==> config.mk <==
export PLATFORM = sky130hd
export DESIGN_NAME = stall_guard
export DESIGN_NICKNAME = d
export VERILOG_FILES = /design/src/rtl/stall_pkg.sv /design/src/rtl/stall_fg_edge.sv /design/src/rtl/stall_accum.sv /design/src/rtl/stall_ctrl.sv /design/src/rtl/stall_guard.sv
export SDC_FILE = /design/constraint.sdc
export NUM_CORES = 1
export LEC_CHECK = 0
export ABC_AREA = 1
export CAP_MARGIN = 20
export CORE_AREA = 5 5 80 82
export DETAILED_ROUTE_END_ITERATION = 10
export DIE_AREA = 0 0 85 87
export GPL_ROUTABILITY_DRIVEN = 0
export PLACE_DENSITY = 0.8
export SYNTH_ARGS = -nofsm -noshare
export SYNTH_HDL_FRONTEND = slang
export SYNTH_SLANG_ARGS = --single-unit
export TNS_END_PERCENT = 1
==> constraint.sdc <==
create_clock -name clk -period 2.6 [get_ports clk]
set_input_delay 0.52 -clock clk [delete_from_list [all_inputs] [get_ports clk]]
set_output_delay 0.52 -clock clk [all_outputs]
set_load 0.05 [all_outputs]
==> src/rtl/stall_pkg.sv <==
package stall_pkg;

  // Commands from the control to the accumulator datapath
  typedef struct packed {
    logic clear;
    logic up;
    logic down;
  } accCmd_t;

  // Compare results from the datapath back to the control
  typedef struct packed {
    logic geHigh;
    logic ltLow;
  } accFlags_t;

  typedef enum logic {
    ST_RUN    = 1'b0,
    ST_LOCKED = 1'b1
  } lockState_t;

endpackage

==> src/rtl/stall_fg_edge.sv <==
module stall_fg_edge #(
  parameter int SYNC_STAGES = 2
) (
  input  logic clk,
  input  logic rstN,
  input  logic fgIn,
  output logic fgEdge
);

  // chain[SYNC_STAGES-1] is the synchronized level, chain[SYNC_STAGES] its previous value
  logic [SYNC_STAGES:0] chain;

  always_ff @(posedge clk) begin
    if (!rstN) chain <= '0;
    else       chain <= {chain[SYNC_STAGES-1:0], fgIn};
  end

  assign fgEdge = chain[SYNC_STAGES] ^ chain[SYNC_STAGES-1];

endmodule

==> src/rtl/stall_accum.sv <==
module stall_accum
  import stall_pkg::*;
#(
  parameter int ACC_W = 12
) (
  input  logic             clk,
  input  logic             rstN,
  input  accCmd_t          cmd,
  input  logic [ACC_W-1:0] chargeStep,
  input  logic [ACC_W-1:0] dischargeStep,
  input  logic [ACC_W-1:0] highThresh,
  input  logic [ACC_W-1:0] lowThresh,
  output accFlags_t        flags
);

  localparam logic [ACC_W-1:0] ACC_MAX = '1;

  logic [ACC_W-1:0] acc;
  logic [ACC_W-1:0] accNext;
  logic [ACC_W:0]   sumWide;

  assign sumWide = {1'b0, acc} + {1'b0, chargeStep};

  always_comb begin
    accNext = acc;
    if (cmd.clear) begin
      accNext = '0;
    end else if (cmd.up) begin
      accNext = sumWide[ACC_W] ? ACC_MAX : sumWide[ACC_W-1:0];
    end else if (cmd.down) begin
      accNext = (dischargeStep > acc) ? '0 : acc - dischargeStep;
    end
  end

  always_ff @(posedge clk) begin
    if (!rstN) acc <= '0;
    else       acc <= accNext;
  end

  assign flags.geHigh = (acc >= highThresh);
  assign flags.ltLow  = (acc <  lowThresh);

  AST_CLEAR_ZERO: assert property (@(posedge clk) disable iff (!rstN)
    cmd.clear |=> (acc == '0));
  AST_UP_NO_WRAP: assert property (@(posedge clk) disable iff (!rstN)
    (cmd.up && !cmd.clear) |=> (acc >= $past(acc)));
  AST_DOWN_NO_WRAP: assert property (@(posedge clk) disable iff (!rstN)
    (cmd.down && !cmd.clear) |=> (acc <= $past(acc)));
  AST_HOLD_IDLE: assert property (@(posedge clk) disable iff (!rstN)
    !(cmd.clear || cmd.up || cmd.down) |=> $stable(acc));

endmodule

==> src/rtl/stall_ctrl.sv <==
module stall_ctrl
  import stall_pkg::*;
#(
  parameter int TICK_DIV = 4
) (
  input  logic      clk,
  input  logic      rstN,
  input  logic      fgEdge,
  input  logic      lockDisable,
  input  accFlags_t flags,
  output accCmd_t   cmd,
  output logic      locked
);

  localparam int TICK_W = (TICK_DIV > 1) ? $clog2(TICK_DIV) : 1;
  localparam logic [TICK_W-1:0] TICK_LAST = TICK_W'(TICK_DIV - 1);

  logic [TICK_W-1:0] tickCnt;
  logic              tick;
  lockState_t        state, stateNext;

  // Prescaler: one tick every TICK_DIV cycles
  always_ff @(posedge clk) begin
    if (!rstN)                  tickCnt <= '0;
    else if (tickCnt == TICK_LAST) tickCnt <= '0;
    else                        tickCnt <= tickCnt + 1'b1;
  end

  assign tick = (tickCnt == TICK_LAST);

  // Priority: disable, then rotation edge, then the charge/discharge cycle
  always_comb begin
    cmd       = '0;
    stateNext = state;
    if (lockDisable) begin
      cmd.clear = 1'b1;
      stateNext = ST_RUN;
    end else if (fgEdge) begin
      cmd.clear = 1'b1;
      stateNext = ST_RUN;
    end else begin
      unique case (state)
        ST_RUN: begin
          if (flags.geHigh) stateNext = ST_LOCKED;
          else if (tick)    cmd.up    = 1'b1;
        end
        ST_LOCKED: begin
          if (flags.ltLow)  stateNext = ST_RUN;
          else if (tick)    cmd.down  = 1'b1;
        end
        default: stateNext = ST_RUN;
      endcase
    end
  end

  always_ff @(posedge clk) begin
    if (!rstN) state <= ST_RUN;
    else       state <= stateNext;
  end

  assign locked = (state == ST_LOCKED);

  AST_ONE_CMD: assert property (@(posedge clk) disable iff (!rstN)
    $onehot0({cmd.clear, cmd.up, cmd.down}));
  AST_LOCK_AT_HIGH: assert property (@(posedge clk) disable iff (!rstN)
    $rose(locked) |-> $past(flags.geHigh));
  AST_RELEASE_CAUSE: assert property (@(posedge clk) disable iff (!rstN)
    $fell(locked) |-> $past(flags.ltLow || lockDisable || fgEdge));
  AST_DISABLE_UNLOCK: assert property (@(posedge clk) disable iff (!rstN)
    lockDisable |=> !locked);
  AST_EDGE_UNLOCK: assert property (@(posedge clk) disable iff (!rstN)
    fgEdge |=> !locked);

endmodule

==> src/rtl/stall_guard.sv <==
module stall_guard
  import stall_pkg::*;
#(
  parameter int ACC_W       = 12,
  parameter int TICK_DIV    = 4,
  parameter int SYNC_STAGES = 2
) (
  input  logic             clk,
  input  logic             rstN,
  input  logic             fgIn,
  input  logic             lockDisable,
  input  logic [ACC_W-1:0] chargeStep,
  input  logic [ACC_W-1:0] dischargeStep,
  input  logic [ACC_W-1:0] highThresh,
  input  logic [ACC_W-1:0] lowThresh,
  output logic             lockFlag
);

  logic      fgEdge;
  accCmd_t   cmd;
  accFlags_t flags;

  stall_fg_edge #(.SYNC_STAGES(SYNC_STAGES)) u_edge (
    .clk    (clk),
    .rstN   (rstN),
    .fgIn   (fgIn),
    .fgEdge (fgEdge)
  );

  stall_ctrl #(.TICK_DIV(TICK_DIV)) u_ctrl (
    .clk         (clk),
    .rstN        (rstN),
    .fgEdge      (fgEdge),
    .lockDisable (lockDisable),
    .flags       (flags),
    .cmd         (cmd),
    .locked      (lockFlag)
  );

  stall_accum #(.ACC_W(ACC_W)) u_accum (
    .clk           (clk),
    .rstN          (rstN),
    .cmd           (cmd),
    .chargeStep    (chargeStep),
    .dischargeStep (dischargeStep),
    .highThresh    (highThresh),
    .lowThresh     (lowThresh),
    .flags         (flags)
  );

endmodule

* Word level (Yosys, flattened, before mapping) *
Cells that the tools add are included.

word-level totals
  register bits = 18
  input port bits = 52
  output and inout port bits = 1
  logic and storage cells = 34

operators by class
  $add $sub $neg = 3
  order comparisons = 3
  eq/ne operators = 1
  muxes and demuxes = 16
  bitwise operators = 3
  reductions and logical operators = 4

operators by type and width
  kind                 count
  $mux 12              4
  $add 12x12->13       1
  $ge 12x12->1         1
  $gt 12x12->1         1
  $lt 12x12->1         1
  $sub 12x12->12       1
  $mux 1               9
  $mux 2               2
  $reduce_or 2->1      2
  $reduce_or 3->1      1
  $add 2x1->2 const B  1
  $eq 2x2->1 const B   1
  $not 1->1            2
  $pmux 1 s2           1
  $reduce_bool 2->1    1
  $xor 1x1->1          1

* Logic depth before layout (Yosys ltp) *
  word-level depth = 8
  depth in mapped cells = 16
  depth with buffers taken out = 16

* Modules after synthesis *
From an unflattened synthesis, not the netlist that was laid out.

unflattened totals
  cell total of the unflattened synthesis = 486
  area, all modules = 2862.7 µm²

modules (own cells, without submodules)
  module         times used  cells an instance  area an instance (µm²)
  stall_accum    1           449                2608.8
  stall_ctrl     1           23                 152.6
  stall_fg_edge  1           14                 101.3

* Worst setup path after synthesis *
OpenSTA, ideal clock, no wires.

  path type = in2reg
  start point = input port chargeStep[0]
  end point = register u_accum.acc[5]
  arrival time = 1975 ps
  data required time = 2483 ps
  path slack = 508 ps
  cell stages on the path = 13
  path buffers = 1
  cells stage by stage = ha_1 > fa_1 > nand3_1 > nand3_2 > inv_1 > nor2_1 > nor2_2 > buf_6 > nand3_1 > nand2_1 > o21ai_1 > nor2_1 > nor2_1

between the ends
  cells in the longest elaborated chain, start to end = 3

RTL lines
  item                  line               RTL
  start, declared       stall_guard.sv:12  input logic [ACC_W-1:0] chargeStep,
  $add 12x12->13        stall_accum.sv:22  assign sumWide = {1'b0, acc} + {1'b0, chargeStep};
  $mux 12               stall_accum.sv:29  accNext = sumWide[ACC_W] ? ACC_MAX : sumWide[ACC_W-1:0];
  $mux 12               stall_accum.sv:28  end else if (cmd.up) begin
  end signal, assigned  stall_accum.sv:37  else acc <= accNext;
  end, declared         stall_accum.sv:18  logic [ACC_W-1:0] acc;

Every way passes these cells.
A chain may end at the register's enable or synchronous reset.

* Final worst setup path *
  start point = input port dischargeStep[0]
  end point = register u_accum.acc[11]

between the ends
  cells in the longest elaborated chain, start to end = 4
  elaborated cells between the ends (all ways) = 5
  those cells by class = add/sub: 1; order compare: 1; mux: 3

RTL lines
  item                                            line               RTL
  start, declared                                 stall_guard.sv:13  input logic [ACC_W-1:0] dischargeStep,
  $sub 12x12->12 or $gt 12x12->1 (tied branches)  stall_accum.sv:31  accNext = (dischargeStep > acc) ? '0 : acc - dischargeStep;
  $mux 12 *                                       stall_accum.sv:31
  $mux 12 *                                       stall_accum.sv:30  end else if (cmd.down) begin
  $mux 12 *                                       stall_accum.sv:28

Every way passes the cells marked *; elsewhere a longest branch is shown, timed or not. The select of a mux whose other input is x is not followed.

==> impl_metrics.env <==
export IMPL_synth_area_leaders="nand2_1, ha_1, inv_1"
export IMPL_dp_cells=634
export IMPL_firstDrtPassIters=4
export IMPL_worst_ir_drop_vdd_v=0.0001760
export IMPL_final_util_pct=63.49
export IMPL_ys_ff_latch=18
export IMPL_synth_edf_count=0
export IMPL_synthToLayoutAreaGrowth_pct=23.13
export IMPL_startpoint="dischargeStep[0]"
export IMPL_clk_latency_ns=0.25
export IMPL_layout_drive_gt1_share_pct=4.973
export IMPL_avgSynthCellArea_um2=5.795
export IMPL_cap_violations=0
export IMPL_hpwl_mm=6.098
export IMPL_cp_arrival_ns=2.49
export IMPL_path_class="in2reg"
export IMPL_total_power_uw=796.3
export IMPL_grt_overflow=0
export IMPL_p_per_area_nw_per_um2=221.0
export IMPL_relSlewSlack_pct=67.17
export IMPL_power_leakage_nw=2.171
export IMPL_synthArstFlopShare_pct=0
export IMPL_multi_input_area_um2=2102
export IMPL_via_per_inst=4.868
export IMPL_fin_tns_setup_ns=0
export IMPL_drt_iter0_drc=107
export IMPL_ff2ff_path_depth=11
export IMPL_cp_max_fo=8
export IMPL_finalNonFillerCells=638
export IMPL_clockBufferDepth=2
export IMPL_tritoncts="built"
export IMPL_reg2reg_to="u_accum.acc[5]"
export IMPL_power_frac_comb_pct=34.8
export IMPL_clock_sinks=18
export IMPL_wl_per_cell_um=11.04
export IMPL_grt_pass1_vias=2829
export IMPL_cts_buffers=3
export IMPL_clockPowerShare_pct=28.7
export IMPL_status="completed"
export IMPL_cp_required_ns=2.76
export IMPL_worstSetupStartpointType="input pin"
export IMPL_cts_resized_gates=0
export IMPL_post_route_period_util_pct=89.58
export IMPL_crit_path_end="u_accum.acc[11]"
export IMPL_std_cell_rows=28
export IMPL_drc_errors=0
export IMPL_antenna_cells=0
export IMPL_final_nets=666
export IMPL_synth_nets=607
export IMPL_grt_pass1_wl_mm=11.90
export IMPL_ys_flop_type="dfxtp_1"
export IMPL_dieWidth_um=85
export IMPL_seqCellArea_um2=360.3
export IMPL_fp_dieH_um=87
export IMPL_synth_top_cell_by_area="nand2_1"
export IMPL_switchingPower_uw=235.2
export IMPL_root_buffer="clkbuf_8"
export IMPL_hold_violations=0
export IMPL_ant_nets=0
export IMPL_r2r_start="u_accum.acc[1]"
export IMPL_io_pins=53
export IMPL_finalSetupViolCount=0
export IMPL_post_cts_buffers=0
export IMPL_core_area_um2=5675
export IMPL_port_buffers=52
export IMPL_nFillCells=539
export IMPL_report_final_slew_viol_count=0
export IMPL_final_setup_skew_ns=0.001118
export IMPL_pwr_share_seq_pct=36.5
export IMPL_hold_buffers=0
export IMPL_max_freq_ghz=0.4293
export IMPL_vias=3106
export IMPL_grt_usage_pct=19.32
export IMPL_rrSetupSlack_ns=0.54
export IMPL_synthTopCellsByCount="nand2_1, inv_1, ha_1"
export IMPL_antenna_found_initial=0
export IMPL_tightestPinTransition_ns=0.4909
export IMPL_yosysTopAreaCellShare_pct=21.42
export IMPL_clkSlewWorstSetupHoldPaths_ns=0.07
export IMPL_switching_share_pct=29.53
export IMPL_ys_seq_area_share_pct=12.31
export IMPL_hp_class="reg2reg"
export IMPL_clock_tree_htree_level_count=1
export IMPL_rsz0062_at_grt="false"
export IMPL_routed_wl_mm=7.044
export IMPL_fin_crit_ns=2.329
export IMPL_synth_cell_types=34
export IMPL_die_area_um2=7395
export IMPL_crit_path_end_kind="register"
export IMPL_yosys_warnings=0
export IMPL_grt_max_degree=18
export IMPL_synthCells=505
export IMPL_syn_area_um2=2927
export IMPL_synth_most_common_cell="nand2_1"
export IMPL_internal_power_uw=561.1
export IMPL_start_util_pct=51.57
==> final cells by class <==
| cell class | instances | area share [%] |
|---|---|---|
| repair buffers | 58 | 15.69 |
| clock buffers | 4 | 1.528 |
| flip-flops and latches | 18 | 10.00 |
| multi-input cells | 370 | 58.33 |
| inverters | 113 | 11.84 |
| well taps | 75 | 2.604 |
==> registers in the layout (all words and copies together) (netlist names) <==
signal          count
u_accum.acc        12
u_ctrl.tickCnt      2
u_edge.chain        3
u_ctrl.locked       1
==> through the flow <==
| step | area (um^2) | worst slack, ns | hold slack, ns |
|---|---|---|---|
| 2_1_floorplan | 2927 | 0.5080 | 0.3900 |
| 3_3_place_gp | 3548 | 0.05863 | 0.3939 |
| 3_5_place_dp | 3548 | 0.003098 | 0.4029 |
| 4_1_cts | 3603 | 0.2568 | 0.4194 |
| 5_1_grt | 3603 | 0.09214 | 0.4541 |
| 6_report | 3603 | 0.2708 | 0.4173 |
==> cell families (layout without fill, tap and decap cells) <==
family / Yosys count / after routing / synth area share, %
simple gates: 271 / 271 / 39.89
buf+inv: 117 / 175 / 15.86
fa+ha+maj: 50 / 50 / 21.89
compound gates: 42 / 42 / 7.952
flops: 18 / 18 / 12.31
xor+xnor: 7 / 7 / 2.095
==> metal layers <==
layer / part of all wire (%) / wire (um) / GRT usage (%)
met2: 48 / 3369 / 34.46
met5: 0 / 0 / 0
met4: 1.9 / 136 / 5.899
met1: 46 / 3233 / 24.50
met3: 4.3 / 304 / 1.892
==> layout by cell type (no fill, tap or decap), types with 3 or more instances in the layout <==
master             n
o21ai_1           11
dfxtp_1           18
clkbuf_8           4
o21ai_0            4
nand2_1          167
buf_4              6
xnor2_1            6
nand3_1           35
clkdlybuf4s50_1   52
nand2_2            3
nor2_2             4
nand4_1            6
inv_1            109
a21oi_1           19
nor2_1            42
ha_1              48
nand3b_1           4
==> worst min-delay path by stage <==
stage / end / cells past startpoint / startpoint
finish: u_edge.chain[1] / 2 / u_edge.chain[0]
detailed placement: u_edge.chain[1] / 2 / u_edge.chain[0]
CTS: u_edge.chain[1] / 2 / u_edge.chain[0]
global route: u_ctrl.tickCnt[0] / 1 / u_ctrl.tickCnt[0]
floorplan: u_edge.chain[1] / 2 / u_edge.chain[0]
global placement: u_edge.chain[1] / 2 / u_edge.chain[0]
==> worst max-delay path: stages <==
cell and delay [ns]:
clkdlybuf4s50_1 0.47, ha_1 0.14, inv_1 0.07, fa_1 0.38, nand2_1 0.07, nand2_1 0.08
nand3_1 0.09, nand2_1 0.07, nand2_1 0.08, nand2_2 0.09, nand2_4 0.12, clkinv_1 0.09
nand2_1 0.07, nand3_1 0.07, nand2_1 0.06, inv_1 0.03
==> power groups by stage <==
stage | clock, mW | sequential [mW] | combinational [mW]
floorplan | 0 | 0.294 | 0.162
CTS | 0.232 | 0.291 | 0.278
detailed placement | 0 | 0.297 | 0.276
global placement | 0 | 0.297 | 0.268
finish | 0.229 | 0.291 | 0.277
global route | 0.242 | 0.292 | 0.314
Power figures use the tool's default switching activity.
